[config.mk]
export PLATFORM = sky130hd
export DESIGN_NAME = exc_entry
export DESIGN_NICKNAME = d
export VERILOG_FILES = /design/src/rtl/exc_pkg.sv /design/src/rtl/exc_prio.sv /design/src/rtl/exc_bank.sv /design/src/rtl/exc_entry.sv
export SDC_FILE = /design/constraint.sdc
export NUM_CORES = 1
export LEC_CHECK = 0
export BUFFER_PORTS_ARGS = -buffer_cell sky130_fd_sc_hd__clkbuf_2
export CORE_ASPECT_RATIO = 1.4
export CORE_MARGIN = 1.5
export CORE_UTILIZATION = 56
export CTS_CLUSTER_DIAMETER = 50
export DETAILED_ROUTE_END_ITERATION = 12
export MAX_ROUTING_LAYER = met4
export PLACE_DENSITY = 0.84
export SETUP_SLACK_MARGIN = 0.5
export SYNTH_ARGS = -nofsm -noshare
export SYNTH_HDL_FRONTEND = slang
export SYNTH_SLANG_ARGS = --single-unit
[constraint.sdc]
create_clock -name clk -period 2.39 [get_ports clk]
set_input_delay 0.239 -clock clk [delete_from_list [all_inputs] [get_ports clk]]
set_output_delay 0.239 -clock clk [all_outputs]
set_load 0.005 [all_outputs]
[src/rtl/exc_pkg.sv]
package exc_pkg;

    localparam logic [4:0] M_USR = 5'h10;
    localparam logic [4:0] M_FIQ = 5'h11;
    localparam logic [4:0] M_IRQ = 5'h12;
    localparam logic [4:0] M_SVC = 5'h13;
    localparam logic [4:0] M_ABT = 5'h17;
    localparam logic [4:0] M_UND = 5'h1B;
    localparam logic [4:0] M_SYS = 5'h1F;

    localparam int BIT_F    = 6;
    localparam int BIT_I    = 7;
    localparam int NBANK    = 5;
    localparam int BANK_IW  = $clog2(NBANK);

    typedef enum logic [2:0] {
        EX_NONE, EX_RESET, EX_DABT, EX_FIQ, EX_IRQ, EX_PABT, EX_SWI, EX_UND
    } exc_e;

    typedef struct packed {
        logic rst;
        logic dabt;
        logic fiq;
        logic irq;
        logic pabt;
        logic swi;
        logic und;
    } req_t;

    function automatic logic [4:0] target_mode(input exc_e k);
        unique case (k)
            EX_FIQ:          return M_FIQ;
            EX_IRQ:          return M_IRQ;
            EX_DABT, EX_PABT: return M_ABT;
            EX_UND:          return M_UND;
            default:         return M_SVC;
        endcase
    endfunction

    function automatic logic [7:0] vec_off(input exc_e k);
        unique case (k)
            EX_UND:  return 8'h04;
            EX_SWI:  return 8'h08;
            EX_PABT: return 8'h0C;
            EX_DABT: return 8'h10;
            EX_IRQ:  return 8'h18;
            EX_FIQ:  return 8'h1C;
            default: return 8'h00;
        endcase
    endfunction

    function automatic logic sets_f(input exc_e k);
        return (k == EX_FIQ) || (k == EX_RESET);
    endfunction

    function automatic logic [BANK_IW-1:0] bank_of(input logic [4:0] m);
        unique case (m)
            M_FIQ:   return BANK_IW'(0);
            M_IRQ:   return BANK_IW'(1);
            M_SVC:   return BANK_IW'(2);
            M_ABT:   return BANK_IW'(3);
            default: return BANK_IW'(4);
        endcase
    endfunction

    function automatic logic has_bank(input logic [4:0] m);
        return (m == M_FIQ) || (m == M_IRQ) || (m == M_SVC) ||
               (m == M_ABT) || (m == M_UND);
    endfunction

endpackage

[src/rtl/exc_prio.sv]
module exc_prio
    import exc_pkg::*;
(
    input  req_t req,
    input  logic i_dis,
    input  logic f_dis,
    output exc_e win
);

    always_comb begin
        win = EX_NONE;
        if (req.rst)                  win = EX_RESET;
        else if (req.dabt)            win = EX_DABT;
        else if (req.fiq && !f_dis)   win = EX_FIQ;
        else if (req.irq && !i_dis)   win = EX_IRQ;
        else if (req.pabt)            win = EX_PABT;
        else if (req.swi)             win = EX_SWI;
        else if (req.und)             win = EX_UND;
    end

endmodule

[src/rtl/exc_bank.sv]
module exc_bank
    import exc_pkg::*;
#(
    parameter int XLEN = 32
) (
    input  logic               clk,
    input  logic               rst_n,
    input  logic               sv_we,
    input  logic               lr_we,
    input  logic [BANK_IW-1:0] wr_idx,
    input  logic [XLEN-1:0]    sv_wdata,
    input  logic [XLEN-1:0]    lr_wdata,
    input  logic [BANK_IW-1:0] rd_idx,
    input  logic               rd_ok,
    output logic [XLEN-1:0]    sv_rdata,
    output logic [XLEN-1:0]    lr_rdata
);

    logic [XLEN-1:0] sv_mem [NBANK];
    logic [XLEN-1:0] lr_mem [NBANK];

    for (genvar b = 0; b < NBANK; b++) begin : g_bank
        always_ff @(posedge clk or negedge rst_n) begin
            if (!rst_n) begin
                sv_mem[b] <= '0;
                lr_mem[b] <= '0;
            end else begin
                if (sv_we && wr_idx == BANK_IW'(b)) sv_mem[b] <= sv_wdata;
                if (lr_we && wr_idx == BANK_IW'(b)) lr_mem[b] <= lr_wdata;
            end
        end
    end

    always_comb begin
        sv_rdata = '0;
        lr_rdata = '0;
        if (rd_ok && int'(rd_idx) < NBANK) begin
            sv_rdata = sv_mem[rd_idx];
            lr_rdata = lr_mem[rd_idx];
        end
    end

endmodule

[src/rtl/exc_entry.sv]
module exc_entry
    import exc_pkg::*;
#(
    parameter int              XLEN     = 32,
    parameter logic [XLEN-1:0] VEC_BASE = '0
) (
    input  logic            clk,
    input  logic            rst_n,
    input  logic            rst_req,
    input  logic            dabort,
    input  logic            pabort,
    input  logic            fiq_n,
    input  logic            irq_n,
    input  logic            swi_dec,
    input  logic            undef_dec,
    input  logic            ret_req,
    input  logic [XLEN-1:0] cur_status,
    input  logic [XLEN-1:0] cur_pc,
    output logic            busy,
    output logic            status_load,
    output logic [XLEN-1:0] status_next,
    output logic            pc_load,
    output logic [XLEN-1:0] pc_next,
    output logic [XLEN-1:0] saved_status,
    output logic [XLEN-1:0] link
);

    typedef enum logic [2:0] {
        ST_IDLE, ST_SAVE, ST_LINK, ST_MODE, ST_VECTOR
    } state_e;

    state_e          state_q, state_d;
    exc_e            win, win_q;
    logic [XLEN-1:0] stat_q, pc_q;
    logic [XLEN-1:0] entry_stat;
    logic            ret_ok;
    req_t            req;

    assign req = '{rst: rst_req, dabt: dabort, fiq: !fiq_n, irq: !irq_n,
                   pabt: pabort, swi: swi_dec, und: undef_dec};

    exc_prio u_prio (
        .req   (req),
        .i_dis (cur_status[BIT_I]),
        .f_dis (cur_status[BIT_F]),
        .win   (win)
    );

    exc_bank #(.XLEN(XLEN)) u_bank (
        .clk      (clk),
        .rst_n    (rst_n),
        .sv_we    (state_q == ST_SAVE),
        .lr_we    (state_q == ST_LINK),
        .wr_idx   (bank_of(target_mode(win_q))),
        .sv_wdata (stat_q),
        .lr_wdata (pc_q),
        .rd_idx   (bank_of(cur_status[4:0])),
        .rd_ok    (has_bank(cur_status[4:0])),
        .sv_rdata (saved_status),
        .lr_rdata (link)
    );

    // state register
    always_ff @(posedge clk or negedge rst_n) begin
        if (!rst_n) state_q <= ST_IDLE;
        else        state_q <= state_d;
    end

    always_comb begin
        state_d = state_q;
        unique case (state_q)
            ST_IDLE:   if (win != EX_NONE) state_d = ST_SAVE;
            ST_SAVE:   state_d = ST_LINK;
            ST_LINK:   state_d = ST_MODE;
            ST_MODE:   state_d = ST_VECTOR;
            ST_VECTOR: state_d = ST_IDLE;
            default:   state_d = ST_IDLE;
        endcase
    end

    // capture of the winner and the context it interrupts
    always_ff @(posedge clk or negedge rst_n) begin
        if (!rst_n) begin
            win_q  <= EX_NONE;
            stat_q <= '0;
            pc_q   <= '0;
        end else if (state_q == ST_IDLE && win != EX_NONE) begin
            win_q  <= win;
            stat_q <= cur_status;
            pc_q   <= cur_pc;
        end
    end

    always_comb begin
        entry_stat        = stat_q;
        entry_stat[4:0]   = target_mode(win_q);
        entry_stat[BIT_I] = 1'b1;
        entry_stat[BIT_F] = stat_q[BIT_F] | sets_f(win_q);
    end

    assign ret_ok = (state_q == ST_IDLE) && ret_req && (win == EX_NONE) &&
                    has_bank(cur_status[4:0]);

    // outputs
    always_comb begin
        busy        = 1'b1;
        status_load = 1'b0;
        status_next = '0;
        pc_load     = 1'b0;
        pc_next     = '0;
        unique case (state_q)
            ST_IDLE: begin
                busy = 1'b0;
                if (ret_ok) begin
                    status_load = 1'b1;
                    status_next = saved_status;
                    pc_load     = 1'b1;
                    pc_next     = link;
                end
            end
            ST_MODE: begin
                status_load = 1'b1;
                status_next = entry_stat;
            end
            ST_VECTOR: begin
                pc_load = 1'b1;
                pc_next = VEC_BASE + XLEN'(vec_off(win_q));
            end
            default: ;
        endcase
    end

endmodule

Word level (Yosys, flattened, before mapping) --
Cells that the tools add are included.
Word-level totals: output and inout bits 131, register bits 390
Operators by class: equality and inequality tests 25, bitwise operators 2, $lt $le $gt $ge 2, reductions and logical operators 31, muxes and demuxes 29
Operator list (count):
- 32-bit 2-to-1 mux | 8
- 32-bit binary-select mux with 3-bit select | 2
- 32-bit case mux with 2 select lines | 2
- 5-bit equality test (second input constant) | 9
- 3-bit case mux with 4 select lines | 3
- 5-bit case mux with 6 select lines | 1
- 3-bit 2-to-1 mux | 8
- 3-bit by 2-bit equality test with 1-bit output (second input constant) | 6
- 3-bit equality test (second input constant) | 6
- 1-bit logical AND | 17
- 4-bit case mux with 4 select lines | 1
- 3-bit by 1-bit equality test with 1-bit output (second input constant) | 3
- 3-bit logical NOT | 3
- 1-bit logical OR | 5
- 4-bit greater-or-equal comparator (second input constant) | 1
- 1-bit logical NOT | 4
- 3-bit NOT with 4-bit output | 1
- 1-bit case mux with 2 select lines | 2
- 3-bit < comparator (second input constant) | 1
- 3-bit nonzero test | 1
- 1-bit 2-to-1 mux | 2
- 2-bit inequality test (second input constant) | 1
- 2-bit OR reduction | 1
- 1-bit bitwise OR | 1

Logic depth before layout (Yosys ltp) --
word-level depth 12, gate-level depth with buffers 9

Modules after synthesis --
From an unflattened synthesis, not the netlist that was laid out.
Second synthesis, totals: cell total of the unflattened synthesis 1399, area, all modules 18806.8 um^2
Modules (own cells, without submodules):
- exc_bank | sequential area each 8007.7 um^2, area an instance 14844.2 um^2, times used 1, cells each 992
- exc_entry | sequential area each 1751.7 um^2, area an instance 3885.0 um^2, times used 1, cells each 394
- exc_prio | sequential area each 0.0 um^2, area an instance 77.6 um^2, times used 1, cells each 13

Worst setup path after synthesis --
Ideal clock, no wire load.
kind reg-to-output, from register state_q[1], to output status_next[4], required time 2.151 ns, slack 0.402 ns, stages on the path, launching flop included 10, arrival 1.749 ns, cells stage by stage dfrtp_1 buf_4 nor3_4 inv_2 nor4_4 and4_1 buf_4 buf_6 a21oi_1 a21bo_2
Between the ends: longest elaborated chain between the ends 6, elaborated cells between the ends (all ways) 7, classes of those cells eq/ne (1); mux (2); reduce/logical (4)
Ends and longest elaborated chain:
- start, declared | line exc_entry.sv:32 | state_e state_q, state_d;
- start signal, assigned | line exc_entry.sv:66 | else state_q <= state_d;
- 3-bit logical NOT | line exc_entry.sv:101, exc_entry.sv:111
- 1-bit logical AND (3 in a row) | line exc_entry.sv:101 | assign ret_ok = (state_q == ST_IDLE) && ret_req && (win == EX_NONE) &&
- 32-bit 2-to-1 mux | line exc_entry.sv:114 | if (ret_ok) begin
- 32-bit case mux with 2 select lines * | line exc_entry.sv:111 | unique case (state_q)
- end, declared | line exc_entry.sv:21 | output logic [XLEN-1:0] status_next,
Mark *: on every way between the ends. The rest lies on a longest branch, timed or not.

Worst setup path in the final report --
from register state_q[2], to output status_next[31]
Same word-level chain as after synthesis.

==> impl_metrics.toml <==
[run_status]
outcome = "finished, violations left"
violations = "setup timing"

[floorplan]
die_x_um = 154.9
core_um2 = 31700
io_pins = 205
die_h_um = 215.6
initial_core_util_pct = 57.04
rows = 77
die_area_um2 = 33390

[detailed_routing]
via_count = 14100
wl_per_cell_um = 28.69
drtIter0Drc = 1029
drt_wl_total_um = 61850
vias_per_cell = 6.538
first_pass_iters = 7
drc = 0
detail-route-antenna-nets = 0

[cts]
clk_latency_ns = 0.54
cts_num_sinks = 390
htreeDepth = 2
clkSlewWorstSetupHoldPaths_ns = 0.06
cts_buffer_depth = 3
cts_buffers = 39
tritoncts = "built"
cts-root-buf = "clkbuf_16"

[power_and_ir_drop]
power_leakage_nw = 11.84
power_density_nw_per_um2 = 1162
design_power_total_mw = 29.13
peakVddDrop_v = 0.0006608

[worst_setup_path]
r2r_end = "u_bank.sv_mem[131]"
start_kind = "flip-flop"
crit_chain = "nor3_4 -> inv_2 -> nor4_4 -> and4_4 -> buf_12 -> buf_16 -> a22o_1 -> a21o_1 -> clkbuf_2"
crit_type = "flip-flop to primary output"
rrSetupSlack_ns = 0.30
crit_fanout = 5
crit_required_ns = 2.15
critPathCaptureType = "primary output"
max_stage_delay_ns = 0.43
r2r-start = "state_q[1]"
reg2reg_depth = 8
arrival_ns = 2.64
cp_slowest_cell = "dfrtp_2"

[synthesis]
ys_async_sr_fraction_pct = 100.0
synth_cells = 1376
syn_nets = 1450
synth_seq_area_share_pct = 53.98
synth-edff-count = 0
synth_top_area_share_pct = 53.98
syn_area_per_cell_um2 = 13.14
yosys_register_bits = 390
syn_area_um2 = 18080
ys_warn_count = 0
ys_types = 41
ys.flop_type = "dfrtp_1"
yosys-top-cells-area = "dfrtp_1 54%, mux2_2 26%, a22o_1 4.2%"
yosys.area.top_type = "dfrtp_1"

[timing]
tightest_slew_ns = 0.5617
maxSlewViolCount = 0
setup_viol = 66
slew-limit-headroom_pct = 62.56
fin_crit_sh_pct = 120.3
setup_ws_ns = -0.4862
finalSetupTns_ns = -23.17
fmax_ghz = 0.3477
final.setup_skew_ns = 0.01316
hold_viol = 0
rsz0062_at_grt = "true"
period_needed_ns = 2.876

[grt]
grtUsageTotal_pct = 33.79
grt_max_degree = 91
grt_pass1_wl_um = 83520
overflow = 0
antenna_found_initial = 3
grt_pass1_vias = 14350

[final_layout]
final_util_pct = 79.08
stdcell_count = 2156
area_growth_pct = 38.63
drive_gt1_share_pct = 56.77
fin_nets = 1808

[placed_design]
io_buffers = 204
dp_cells = 1932
dpl.hpwl_um = 27930
gp_congestion = 0.8115

[min_path]
hp-start = "rst_req"
hold_class = "primary input to flip-flop"
hold_path_depth = 3
worstHoldEndpoint = "win_q[0]"

[job]
cap_viol_max_count = 0
[power breakdown]
| group | switching, mW | internal (mW) | leakage, nW |
|---|---|---|---|
| Combinational | 4.22 | 5.71 | 6.35 |
| Sequential | 3.02 | 9.75 | 4.84 |
| Clock | 2.62 | 3.81 | 0.642 |
| Total | 9.86 | 19.3 | 11.8 |
[Yosys cell counts, types with 2 or more instances]
| cell type | n |
|---|---|
| nor3b_1 | 3 |
| a22oi_1 | 64 |
| o2bb2ai_1 | 3 |
| and2_1 | 2 |
| nand3b_1 | 2 |
| nor2_2 | 2 |
| mux2i_1 | 46 |
| or3_1 | 2 |
| mux2_2 | 413 |
| buf_4 | 10 |
| inv_1 | 6 |
| nand3_1 | 4 |
| nand2_1 | 100 |
| clkbuf_1 | 25 |
| nor3_4 | 2 |
| buf_6 | 4 |
| mux2_1 | 6 |
| a21bo_2 | 4 |
| buf_1 | 16 |
| nor2_1 | 12 |
| nand2b_1 | 3 |
| a21o_1 | 31 |
| buf_2 | 43 |
| a21oi_1 | 72 |
| dfrtp_1 | 390 |
| nor3_1 | 3 |
| a22o_1 | 86 |
| o21ai_0 | 9 |
[critical path, delay by kind of cell, from the launching register on]
kind / cells / cell delay [ns]
and+or+nand+nor: 3 / 0.84
buffers and inverters: 4 / 0.51
DFF: 1 / 0.43
AOI/OAI and AO/OA: 2 / 0.30
[through the flow]
stage                     setup WS, ns  hold slack [ns]  instance area, um2
after floorplan                 0.4336         -0.05659               18100
after global placement          0.1257           0.2318               19880
after detailed placement        0.1206           0.2242               19880
after CTS                      -0.4008        0.0009177               23570
after global routing           -0.5906          0.02724               25070
final                          -0.4862          0.02301               25070
[logic make-up after synthesis]
group | Yosys count | share of synthesized area, %
AOI/OAI and AO/OA | 275 | 10.98
xor gates and xnor gates | 1 | 0.04845
buffers and inverters | 105 | 2.851
DFF | 390 | 53.98
muxes | 465 | 28.64
and+or+nand+nor | 140 | 3.501
[area by class of cell]
cell class	count	area [um2]
Tap cell	395	494.2
Inverter	7	26.28
Clock inverter	7	138.9
Multi-Input combinational cell	881	9154
Sequential cell	390	9762
Fill cell	1597	6631
Timing Repair Buffer	415	4313
Clock buffer	58	1170
Antenna cell	3	7.507
[metal layers]
layer,track usage [%],vias up,part of all wire (%)
met5,-,-,0
met1,38.40,7197,35
met3,6.365,309,6.8
li1,-,5785,-
met2,57.00,805,50
met4,16.92,0,7.8
[flip-flops by register name, indices dropped and copies added, names as in the netlist]
register and count:
u_bank.sv_mem 160, pc_q 32, win_q 3, u_bank.lr_mem 160, state_q 3, stat_q 32
[placed cells by master, fill, tap and decap left out, types with 4 or more instances in the layout]
master / count
buf_16: 27
nor2_4: 6
mux2_2: 340
inv_1: 6
clkbuf_8: 8
nand2_4: 17
buf_8: 9
buf_2: 37
a22oi_2: 46
nor2_1: 7
mux2_4: 79
mux2i_1: 46
nand2_1: 57
a21oi_4: 39
buf_6: 31
clkbuf_1: 9
a21oi_2: 8
clkbuf_2: 154
a21o_1: 31
a22o_1: 85
buf_12: 45
dfrtp_1: 388
o21ai_0: 7
buf_4: 37
dlygate4sd3_1: 61
clkbuf_16: 53
a21oi_1: 25
nand2_2: 26
a22oi_1: 18
bufinv_16: 4
[how the worst max path moves through the flow]
stage,startpoint,end,cells after the start
2_1_floorplan,state_q[1],status_next[4],9
3_3_place_gp,state_q[2],pc_next[3],8
3_5_place_dp,state_q[2],pc_next[3],8
4_1_cts,state_q[1],pc_next[3],9
5_1_grt,state_q[2],status_next[3],9
6_report,state_q[2],status_next[31],9
[repair_timing]
action / in CTS / in global routing
pin swaps: 84 / 48
endpoints found under the hold margin: 115 / 1
setup endpoints to repair: 224 / 388
hold buffers: 60 / 1
setup buffers: 30 / 25
cloned: 26 / 14
resized for setup: 196 / 233
Power figures use the tool's default switching activity.
